===== src/rtl/calclk_pkg.sv =====
package calclk_pkg;

  localparam int REG_AW = 4;
  localparam int NUM_REGS = 16;

  localparam logic [REG_AW-1:0] ADR_SEC   = 4'd0;
  localparam logic [REG_AW-1:0] ADR_MIN   = 4'd1;
  localparam logic [REG_AW-1:0] ADR_HOUR  = 4'd2;
  localparam logic [REG_AW-1:0] ADR_WDAY  = 4'd3;
  localparam logic [REG_AW-1:0] ADR_DATE  = 4'd4;
  localparam logic [REG_AW-1:0] ADR_MON   = 4'd5;
  localparam logic [REG_AW-1:0] ADR_YEAR  = 4'd6;
  localparam logic [REG_AW-1:0] ADR_ASEC  = 4'd7;
  localparam logic [REG_AW-1:0] ADR_AMIN  = 4'd8;
  localparam logic [REG_AW-1:0] ADR_AHOUR = 4'd9;
  localparam logic [REG_AW-1:0] ADR_CTRL  = 4'd10;

  localparam logic [7:0] HOUR_KEEP = 8'hBF;

  // Adds one to a two-digit packed BCD value.
  function automatic logic [7:0] bcd_inc(input logic [7:0] v);
    logic [7:0] r;
    if (v[3:0] >= 4'd9) r = {v[7:4] + 4'd1, 4'd0};
    else                r = {v[7:4], v[3:0] + 4'd1};
    return r;
  endfunction

  // Returns the last day of a month, in BCD. The leap test uses the year
  // digits only: an even tens digit takes ones 0/4/8, an odd one takes 2/6.
  function automatic logic [7:0] month_last_day(input logic [7:0] mon,
                                                input logic [7:0] yr);
    logic leap;
    logic [7:0] r;
    if (yr[4]) leap = (yr[3:0] == 4'd2) || (yr[3:0] == 4'd6);
    else       leap = (yr[3:0] == 4'd0) || (yr[3:0] == 4'd4) || (yr[3:0] == 4'd8);
    case (mon)
      8'h02:                      r = leap ? 8'h29 : 8'h28;
      8'h04, 8'h06, 8'h09, 8'h11: r = 8'h30;
      default:                    r = 8'h31;
    endcase
    return r;
  endfunction

endpackage


===== src/rtl/calclk_bcd_counter.sv =====
module calclk_bcd_counter
  import calclk_pkg::*;
#(
  parameter int         WIDTH   = 7,
  parameter logic [7:0] RST_VAL = 8'h00,
  parameter logic [7:0] MIN_VAL = 8'h00
) (
  input  logic       clk,
  input  logic       rst_n,
  input  logic       ld_i,
  input  logic [7:0] ld_val_i,
  input  logic       inc_i,
  input  logic [7:0] max_i,
  output logic [7:0] val_o,
  output logic       wrap_o
);

  logic [WIDTH-1:0] val_q;
  logic [WIDTH-1:0] val_d;
  logic             at_max;
  logic             cnt_en;

  assign val_o  = 8'(val_q);
  assign at_max = (val_o == max_i);
  assign wrap_o = inc_i & ~ld_i & at_max;
  assign cnt_en = ld_i | inc_i;

  always_comb begin
    val_d = val_q;
    if (ld_i)       val_d = WIDTH'(ld_val_i);
    else if (inc_i) val_d = at_max ? WIDTH'(MIN_VAL) : WIDTH'(bcd_inc(val_o));
  end

  always_ff @(posedge clk or negedge rst_n) begin
    if (!rst_n)      val_q <= WIDTH'(RST_VAL);
    else if (cnt_en) val_q <= val_d;
  end


  wrap_to_min_chk: assert property (@(posedge clk) disable iff (!rst_n)
    (inc_i && !ld_i && at_max) |=> (val_o == MIN_VAL));


  bcd_digit_chk: assert property (@(posedge clk) disable iff (!rst_n)
    (inc_i && !ld_i && (val_o[3:0] <= 4'd9)) |=> (val_o[3:0] <= 4'd9));

endmodule


===== src/rtl/calclk_hour_counter.sv =====
module calclk_hour_counter
  import calclk_pkg::*;
(
  input  logic       clk,
  input  logic       rst_n,
  input  logic       ld_i,
  input  logic [7:0] ld_val_i,
  input  logic       inc_i,
  output logic [7:0] val_o,
  output logic       day_o
);

  logic [7:0] val_q;
  logic [7:0] val_d;
  logic [7:0] inc24;
  logic [7:0] inc12;
  logic       mode12;
  logic       pm;
  logic       roll24;
  logic       pm_wrap;
  logic       cnt_en;

  assign mode12  = val_q[7];
  assign pm      = val_q[5];
  assign inc24   = bcd_inc({2'b00, val_q[5:0]});
  assign inc12   = bcd_inc({3'b000, val_q[4:0]});
  assign roll24  = !mode12 && (val_q[5:0] == 6'h23);
  assign pm_wrap = mode12 && pm && (val_q[4:0] == 5'h11);
  assign day_o   = inc_i & ~ld_i & (roll24 | pm_wrap);
  assign cnt_en  = ld_i | inc_i;
  assign val_o   = val_q;

  always_comb begin
    val_d = val_q;
    if (ld_i) begin
      val_d = ld_val_i & HOUR_KEEP;
    end else if (inc_i) begin
      if (!mode12) begin
        val_d = roll24 ? 8'h00 : (inc24 & 8'h3F);
      end else if (val_q[4:0] == 5'h11) begin
        val_d = {2'b10, ~pm, 5'h12};
      end else if (val_q[4:0] == 5'h12) begin
        val_d = {2'b10, pm, 5'h01};
      end else begin
        val_d = {2'b10, pm, 5'h00} | (inc12 & 8'h1F);
      end
    end
  end

  always_ff @(posedge clk or negedge rst_n) begin
    if (!rst_n)      val_q <= 8'h00;
    else if (cnt_en) val_q <= val_d;
  end


  h24_wrap_chk: assert property (@(posedge clk) disable iff (!rst_n)
    (inc_i && !ld_i && !val_q[7] && (val_q[5:0] == 6'h23)) |=> (val_q == 8'h00));


  noon_flip_chk: assert property (@(posedge clk) disable iff (!rst_n)
    (inc_i && !ld_i && val_q[7] && (val_q[4:0] == 5'h11))
    |=> ((val_q[5] != $past(val_q[5])) && (val_q[4:0] == 5'h12)));


  twelve_to_one_chk: assert property (@(posedge clk) disable iff (!rst_n)
    (inc_i && !ld_i && val_q[7] && (val_q[4:0] == 5'h12))
    |=> ($stable(val_q[5]) && (val_q[4:0] == 5'h01)));

endmodule


===== src/rtl/calclk_alarm.sv =====
module calclk_alarm
  import calclk_pkg::*;
(
  input  logic       clk,
  input  logic       rst_n,
  input  logic       ld_sec_i,
  input  logic       ld_min_i,
  input  logic       ld_hour_i,
  input  logic [7:0] wdata_i,
  input  logic [7:0] cur_sec_i,
  input  logic [7:0] cur_min_i,
  input  logic [7:0] cur_hour_i,
  output logic [7:0] asec_o,
  output logic [7:0] amin_o,
  output logic [7:0] ahour_o,
  output logic       match_o
);

  logic [6:0] asec_q;
  logic [6:0] amin_q;
  logic [7:0] ahour_q;

  always_ff @(posedge clk or negedge rst_n) begin
    if (!rst_n)        asec_q <= 7'h00;
    else if (ld_sec_i) asec_q <= wdata_i[6:0];
  end

  always_ff @(posedge clk or negedge rst_n) begin
    if (!rst_n)        amin_q <= 7'h00;
    else if (ld_min_i) amin_q <= wdata_i[6:0];
  end

  always_ff @(posedge clk or negedge rst_n) begin
    if (!rst_n)         ahour_q <= 8'h3F;
    else if (ld_hour_i) ahour_q <= wdata_i & HOUR_KEEP;
  end

  assign asec_o  = {1'b0, asec_q};
  assign amin_o  = {1'b0, amin_q};
  assign ahour_o = ahour_q;
  assign match_o = (cur_sec_i == asec_o) && (cur_min_i == amin_o) &&
                   (cur_hour_i == ahour_q);

endmodule


===== src/rtl/bcd_calendar_clock.sv =====
module bcd_calendar_clock
  import calclk_pkg::*;
(
  input  logic              clk,
  input  logic              rst_n,
  input  logic              tick_i,
  input  logic              wr_en_i,
  input  logic [REG_AW-1:0] wr_addr_i,
  input  logic [7:0]        wr_data_i,
  input  logic [REG_AW-1:0] rd_addr_i,
  output logic [7:0]        rd_data_o,
  output logic              alarm_o
);

  logic [1:0]          rst_pipe;
  logic                srst_n;
  logic [NUM_REGS-1:0] ld;
  logic                run_q;
  logic                tick_ok;

  logic [7:0] sec_v, min_v, hour_v, wday_v, date_v, mon_v, year_v;
  logic [7:0] asec_v, amin_v, ahour_v;
  logic [7:0] date_max;
  logic       sec_wrap, min_wrap, day_carry, wday_wrap, date_wrap, mon_wrap, yr_wrap;

  // Reset asserts at once and leaves after two clock edges.
  always_ff @(posedge clk or negedge rst_n) begin
    if (!rst_n) rst_pipe <= 2'b00;
    else        rst_pipe <= {rst_pipe[0], 1'b1};
  end
  assign srst_n = rst_pipe[1];

  for (genvar g = 0; g < NUM_REGS; g++) begin : g_wdec
    assign ld[g] = wr_en_i && (wr_addr_i == REG_AW'(g));
  end

  always_ff @(posedge clk or negedge srst_n) begin
    if (!srst_n)        run_q <= 1'b0;
    else if (ld[ADR_CTRL]) run_q <= wr_data_i[0];
  end

  // A write cycle drops the tick for every field.
  assign tick_ok  = tick_i & run_q & ~wr_en_i;
  assign date_max = month_last_day(mon_v, year_v);

  calclk_bcd_counter #(.WIDTH(7), .RST_VAL(8'h00), .MIN_VAL(8'h00)) u_sec (
    .clk(clk), .rst_n(srst_n), .ld_i(ld[ADR_SEC]), .ld_val_i(wr_data_i),
    .inc_i(tick_ok), .max_i(8'h59), .val_o(sec_v), .wrap_o(sec_wrap));

  calclk_bcd_counter #(.WIDTH(7), .RST_VAL(8'h00), .MIN_VAL(8'h00)) u_min (
    .clk(clk), .rst_n(srst_n), .ld_i(ld[ADR_MIN]), .ld_val_i(wr_data_i),
    .inc_i(sec_wrap), .max_i(8'h59), .val_o(min_v), .wrap_o(min_wrap));

  calclk_hour_counter u_hour (
    .clk(clk), .rst_n(srst_n), .ld_i(ld[ADR_HOUR]), .ld_val_i(wr_data_i),
    .inc_i(min_wrap), .val_o(hour_v), .day_o(day_carry));

  calclk_bcd_counter #(.WIDTH(3), .RST_VAL(8'h01), .MIN_VAL(8'h01)) u_wday (
    .clk(clk), .rst_n(srst_n), .ld_i(ld[ADR_WDAY]), .ld_val_i(wr_data_i),
    .inc_i(day_carry), .max_i(8'h07), .val_o(wday_v), .wrap_o(wday_wrap));

  calclk_bcd_counter #(.WIDTH(6), .RST_VAL(8'h01), .MIN_VAL(8'h01)) u_date (
    .clk(clk), .rst_n(srst_n), .ld_i(ld[ADR_DATE]), .ld_val_i(wr_data_i),
    .inc_i(day_carry), .max_i(date_max), .val_o(date_v), .wrap_o(date_wrap));

  calclk_bcd_counter #(.WIDTH(5), .RST_VAL(8'h01), .MIN_VAL(8'h01)) u_mon (
    .clk(clk), .rst_n(srst_n), .ld_i(ld[ADR_MON]), .ld_val_i(wr_data_i),
    .inc_i(date_wrap), .max_i(8'h12), .val_o(mon_v), .wrap_o(mon_wrap));

  calclk_bcd_counter #(.WIDTH(8), .RST_VAL(8'h00), .MIN_VAL(8'h00)) u_year (
    .clk(clk), .rst_n(srst_n), .ld_i(ld[ADR_YEAR]), .ld_val_i(wr_data_i),
    .inc_i(mon_wrap), .max_i(8'h99), .val_o(year_v), .wrap_o(yr_wrap));

  calclk_alarm u_alarm (
    .clk(clk), .rst_n(srst_n), .ld_sec_i(ld[ADR_ASEC]), .ld_min_i(ld[ADR_AMIN]),
    .ld_hour_i(ld[ADR_AHOUR]), .wdata_i(wr_data_i), .cur_sec_i(sec_v),
    .cur_min_i(min_v), .cur_hour_i(hour_v), .asec_o(asec_v), .amin_o(amin_v),
    .ahour_o(ahour_v), .match_o(alarm_o));

  always_comb begin
    case (rd_addr_i)
      ADR_SEC:   rd_data_o = sec_v;
      ADR_MIN:   rd_data_o = min_v;
      ADR_HOUR:  rd_data_o = hour_v;
      ADR_WDAY:  rd_data_o = wday_v;
      ADR_DATE:  rd_data_o = date_v;
      ADR_MON:   rd_data_o = mon_v;
      ADR_YEAR:  rd_data_o = year_v;
      ADR_ASEC:  rd_data_o = asec_v;
      ADR_AMIN:  rd_data_o = amin_v;
      ADR_AHOUR: rd_data_o = ahour_v;
      ADR_CTRL:  rd_data_o = {7'd0, run_q};
      default:   rd_data_o = 8'h00;
    endcase
  end


  frozen_chk: assert property (@(posedge clk) disable iff (!srst_n)
    (!run_q && !wr_en_i) |=> ($stable(sec_v) && $stable(min_v) &&
                              $stable(hour_v) && $stable(date_v)));


  write_drops_tick_chk: assert property (@(posedge clk) disable iff (!srst_n)
    (tick_i && wr_en_i && (wr_addr_i != ADR_SEC)) |=> $stable(sec_v));


  wday_wrap_chk: assert property (@(posedge clk) disable iff (!srst_n)
    wday_wrap |=> (wday_v == 8'h01));


  century_wrap_chk: assert property (@(posedge clk) disable iff (!srst_n)
    yr_wrap |=> ((year_v == 8'h00) && (mon_v == 8'h01) && (date_v == 8'h01)));

endmodule


===== config.mk =====
export PLATFORM = sky130hd
export DESIGN_NAME = bcd_calendar_clock
export DESIGN_NICKNAME = d
export VERILOG_FILES = /design/src/rtl/calclk_pkg.sv /design/src/rtl/calclk_bcd_counter.sv /design/src/rtl/calclk_hour_counter.sv /design/src/rtl/calclk_alarm.sv /design/src/rtl/bcd_calendar_clock.sv
export SDC_FILE = /design/constraint.sdc
export NUM_CORES = 1
export LEC_CHECK = 0
export ABC_CLOCK_PERIOD_IN_PS = 2800
export BUFFER_PORTS_ARGS = -buffer_cell sky130_fd_sc_hd__buf_4
export CAP_MARGIN = 0
export CORE_UTILIZATION = 35
export DETAILED_ROUTE_END_ITERATION = 10
export PLACE_DENSITY = 0.59
export REMOVE_ABC_BUFFERS = 1
export SLEW_MARGIN = 30
export SYNTH_ARGS = -nofsm -noshare
export SYNTH_HDL_FRONTEND = slang
export SYNTH_SLANG_ARGS = --single-unit

===== constraint.sdc =====
create_clock -name clk -period 2.8 [get_ports clk]
set_input_delay 0.7 -clock clk [delete_from_list [all_inputs] [get_ports clk]]
set_output_delay 0.7 -clock clk [all_outputs]
set_load 0.005 [all_outputs]

==> metrics.md <==
| Metric | Value |
|---|---|
| Outcome | finished clean |
| Total wire length | 15.5 mm |
| CTS root buf | clkbuf_16 |
| GR Util met3 | 0.0599 |
| YS warnings | 0 |
| # rows | 42 |
| Worst r2r dst | u_year.val_o[6]$_DFFE_PN0P_ |
| Final number of max-transition violations | 0 |
| Drt first pass iters | 7 |
| CP delay by family, top | buffers and inverters |
| Clock Path Buffers | 2 |
| Post-DRT Antenna Nets | 0 |
| Die X | 121 um |
| Drt drc | 0 |
| GRT Residual Overflow | 0 |
| Seq pwr share | 0.394 |
| Synth Register Bits | 67 |
| Critical path's most frequent cell | buf_4 |
| R2r setup slk | 170 ps |
| Top Usage Layer GRT | met2 |
| Routability cong. | 0.916 |
| Slowest cell on crit path | mux2i_1 |
| Initial core utilization | 0.366 |
| Clock Pin Slew Worst Setup and Hold Paths | around 50 ps |
| Cells after Synth | 559 |
| Layout Skew | between 7 and 8 ps |
| Crit start category | input pin |
| Ys async rst share | 1.00 |
| Shortest period the worst path allows | 2660 ps |
| CTS Hold Bufs | 0 |
| Core footprint | 0.0135 mm2 |
| Met2 Use GR | 0.368 |
| Fmax | 376 MHz |
| Peak supply drop | 0.405 mV |
| DR vias/cell | around 5.8 |
| Post-synth EDFFs | 0 |
| # diodes | 0 |
| Synthesized area per cell | 8.81 um2 |
| CTS tree | yes |
| Internal | 0.00249 W |
| Share of cells above drive strength 1 | 0.227 |
| Pin count of the biggest net entering global routing | 37 |
| Die ar. | ~0.015 mm2 |
| Final nets | 658 |
| Initial DRC count | 324 |
| Worst r2r src | u_hour.val_o[0]$_DFFE_PN0P_ |
| Via count | 4559 |
| Most frequent cells in the layout | 68 x buf_4, 55 x nand2_1, 54 x dfrtp_1, 46 x nor2_1, 45 x o21ai_0 |
| P_leak | approximately 2.5 nW |
| I/O Pins | 29 |
| Setup crit end kind | output port |
| Port bufs | 28 |
| GR Util All Layers | 0.228 |
| First-pass GRT wire length | 24.7 mm |
| Clk_lat worst skew | roughly 350 ps |
| Part of the power in the clock network | 0.272 |
| Worst path required time | 2100 ps |
| Cell area after synthesis | 0.00492 mm2 |
| Crit-path max FO | 19 |
| Sequential-to-total area share from yosys stat | 0.343 |
| Synth-to-Final Area Change | 19.2% |
| Post-route cell area | 0.00587 mm2 |
| Synth unique cells | 71 |
| Max Cap Viol | 0 |
| Commonest non-fill, non-tap cell in the layout | buf_4 |
| Crit path buf inv count | 3 |
| Worst R2R Path Depth | 7 |
| Final hold vios | 0 |
| Cell Pwr Density | 674 mW/mm2 |
| Combinational power share | 0.334 |
| Die Span Y | 121 um |
| Slowest cell delay on critical path | 280 ps |
| WL per Instance | 19.7 um |
| Worst Hold Class | in2async |
| Initial antenna violation count | 0 |
| CTS HTree Levels | 3 |
| Final setup fails | 0 |
| Switch Pwr | approximately 0.0015 W |
| CP Class | in2out |
| Main synth FF type | dfrtp_1 |
| DP Wirelength | 11.6 mm |
| Final design utilization | 0.436 |
| Worst-margin pin slew | 727 ps |
| CTS Sinks | 67 |
| Vias in the first global route | 4383 |
| Num CTS Buffers | 9 |
| Crit path cell chain | buf_4 -> buf_4 -> mux2i_1 -> o32ai_1 -> a22oi_1 -> o21ai_0 -> buf_4 |
| CP arrival | 1960 ps |
| Max-slew headroom | 0.515 |
| Cell area after placement | 0.00554 mm2 |
| Met1 Use GR | 0.302 |
| Switching share of total power | 0.370 |
| Tcrit/Tclk final | 0.951 |
## area by class of cell
| type | instances | area, um2 |
|---|---|---|
| Fill cell | 1369 | 7590 |
| Multi-Input combinational cell | 438 | 3070 |
| Sequential cell | 67 | 1690 |
| Timing Repair Buffer | 69 | 531 |
| Clock buffer | 14 | 264 |
| Tap cell | 176 | 220 |
| Inverter | 22 | 82.6 |
| Clock inverter | 2 | 10.0 |
## cells by family after synthesis
kind of cell / count (synthesis) / synth area share
and+or+nand+nor: 199 / 0.209
AOI/OAI and AO/OA: 140 / 0.183
DFF: 67 / 0.343
buffers and inverters: 54 / 0.0425
muxes: 45 / 0.104
adders and majority gates: 31 / 0.0788
xor gates and xnor gates: 22 / 0.0391
other: 1 / 0.000762
## Yosys cell counts, drive strengths merged (4+ instances only)
master	instances	share of area
dfrtp	58	0.29
nand2	55	0.042
nor2	46	0.035
o21ai	45	0.046
ha	31	0.079
clkbuf	28	0.022
mux2	28	0.064
a21oi	25	0.025
inv	22	0.017
nand3	19	0.019
xor2	17	0.030
mux2i	15	0.031
a31oi	13	0.017
nor2b	12	0.015
nor3	11	0.011
a22oi	9	0.014
dfstp	9	0.048
nand2b	7	0.010
nor4	7	0.0089
and3	6	0.0076
or3	6	0.0086
nand3b	5	0.0076
o31ai	5	0.0076
xnor2	5	0.0089
buf	4	0.0041
o22ai	4	0.0051
## layer usage
metal,up-vias,routed length [um],share of wire
met5,-,0,0
met4,0,242,0.016
met3,16,1070,0.069
met2,137,7210,0.46
met1,2277,7010,0.45
li1,2129,-,-
## flip-flops by register name, indices dropped and copies added, names as in the netlist
| name | cells |
|---|---|
| u_date.val_q | 6 |
| u_alarm.amin_q | 7 |
| u_alarm.ahour_o | 7 |
| u_hour.val_o | 7 |
| rst_pipe | 2 |
| u_alarm.asec_q | 7 |
| run_q | 1 |
| u_wday.val_q | 3 |
| u_year.val_o | 8 |
| u_sec.val_q | 7 |
| u_mon.val_q | 5 |
| u_min.val_q | 7 |
## power groups by stage
| stage | Clock (W) | Sequential, W | Combinational (W) |
|---|---|---|---|
| after floorplan | 0 | 0.00148 | 0.000805 |
| after global placement | 0 | 0.00156 | 0.00123 |
| after detailed placement | 0 | 0.00157 | 0.00126 |
| after CTS | 0.00110 | 0.00155 | 0.00128 |
| after global routing | 0.00113 | 0.00159 | 0.00147 |
| final | 0.00108 | 0.00156 | 0.00132 |
## worst max-delay path by stage
stage	start	end	slack, ps	cells past startpoint
detailed placement	u_mon.val_q[1]$_DFFE_PN0P_	u_mon.val_q[1]$_DFFE_PN0P_	100	8
floorplan	u_hour.val_o[0]$_DFFE_PN0P_	u_year.val_o[7]$_DFFE_PN0P_	-20	7
global placement	wr_en_i	u_year.val_o[6]$_DFFE_PN0P_	120	7
finish	rd_addr_i[3]	rd_data_o[2]	140	7
global route	u_mon.val_q[0]$_DFFE_PN1P_	u_year.val_o[6]$_DFFE_PN0P_	-40	9
CTS	u_hour.val_o[5]$_DFFE_PN0P_	alarm_o	40	7
## metrics by stage
step | power [W] | setup WS (ps) | setup TNS [ps] | cells | hold WS, ps
after floorplan | 0.00229 | -19.2 | -32.0 | 527 | 331
after global placement | 0.00278 | 121 | 0 | 771 | 335
after detailed placement | 0.00283 | 100 | 0 | 771 | 341
after CTS | 0.00394 | 43.3 | 0 | 787 | 116
after global routing | 0.00419 | -40.0 | -69.7 | 788 | 115
final | 0.00395 | 138 | 0 | 788 | 129
## what timing repair did
action / CTS / global route
setup endpoints to repair: 1 / 14
pin swaps: 1 / 3
buffers inserted: 0 / 2
resized for setup: 3 / 6
No activity file was read; power rests on OpenSTA's default activity.
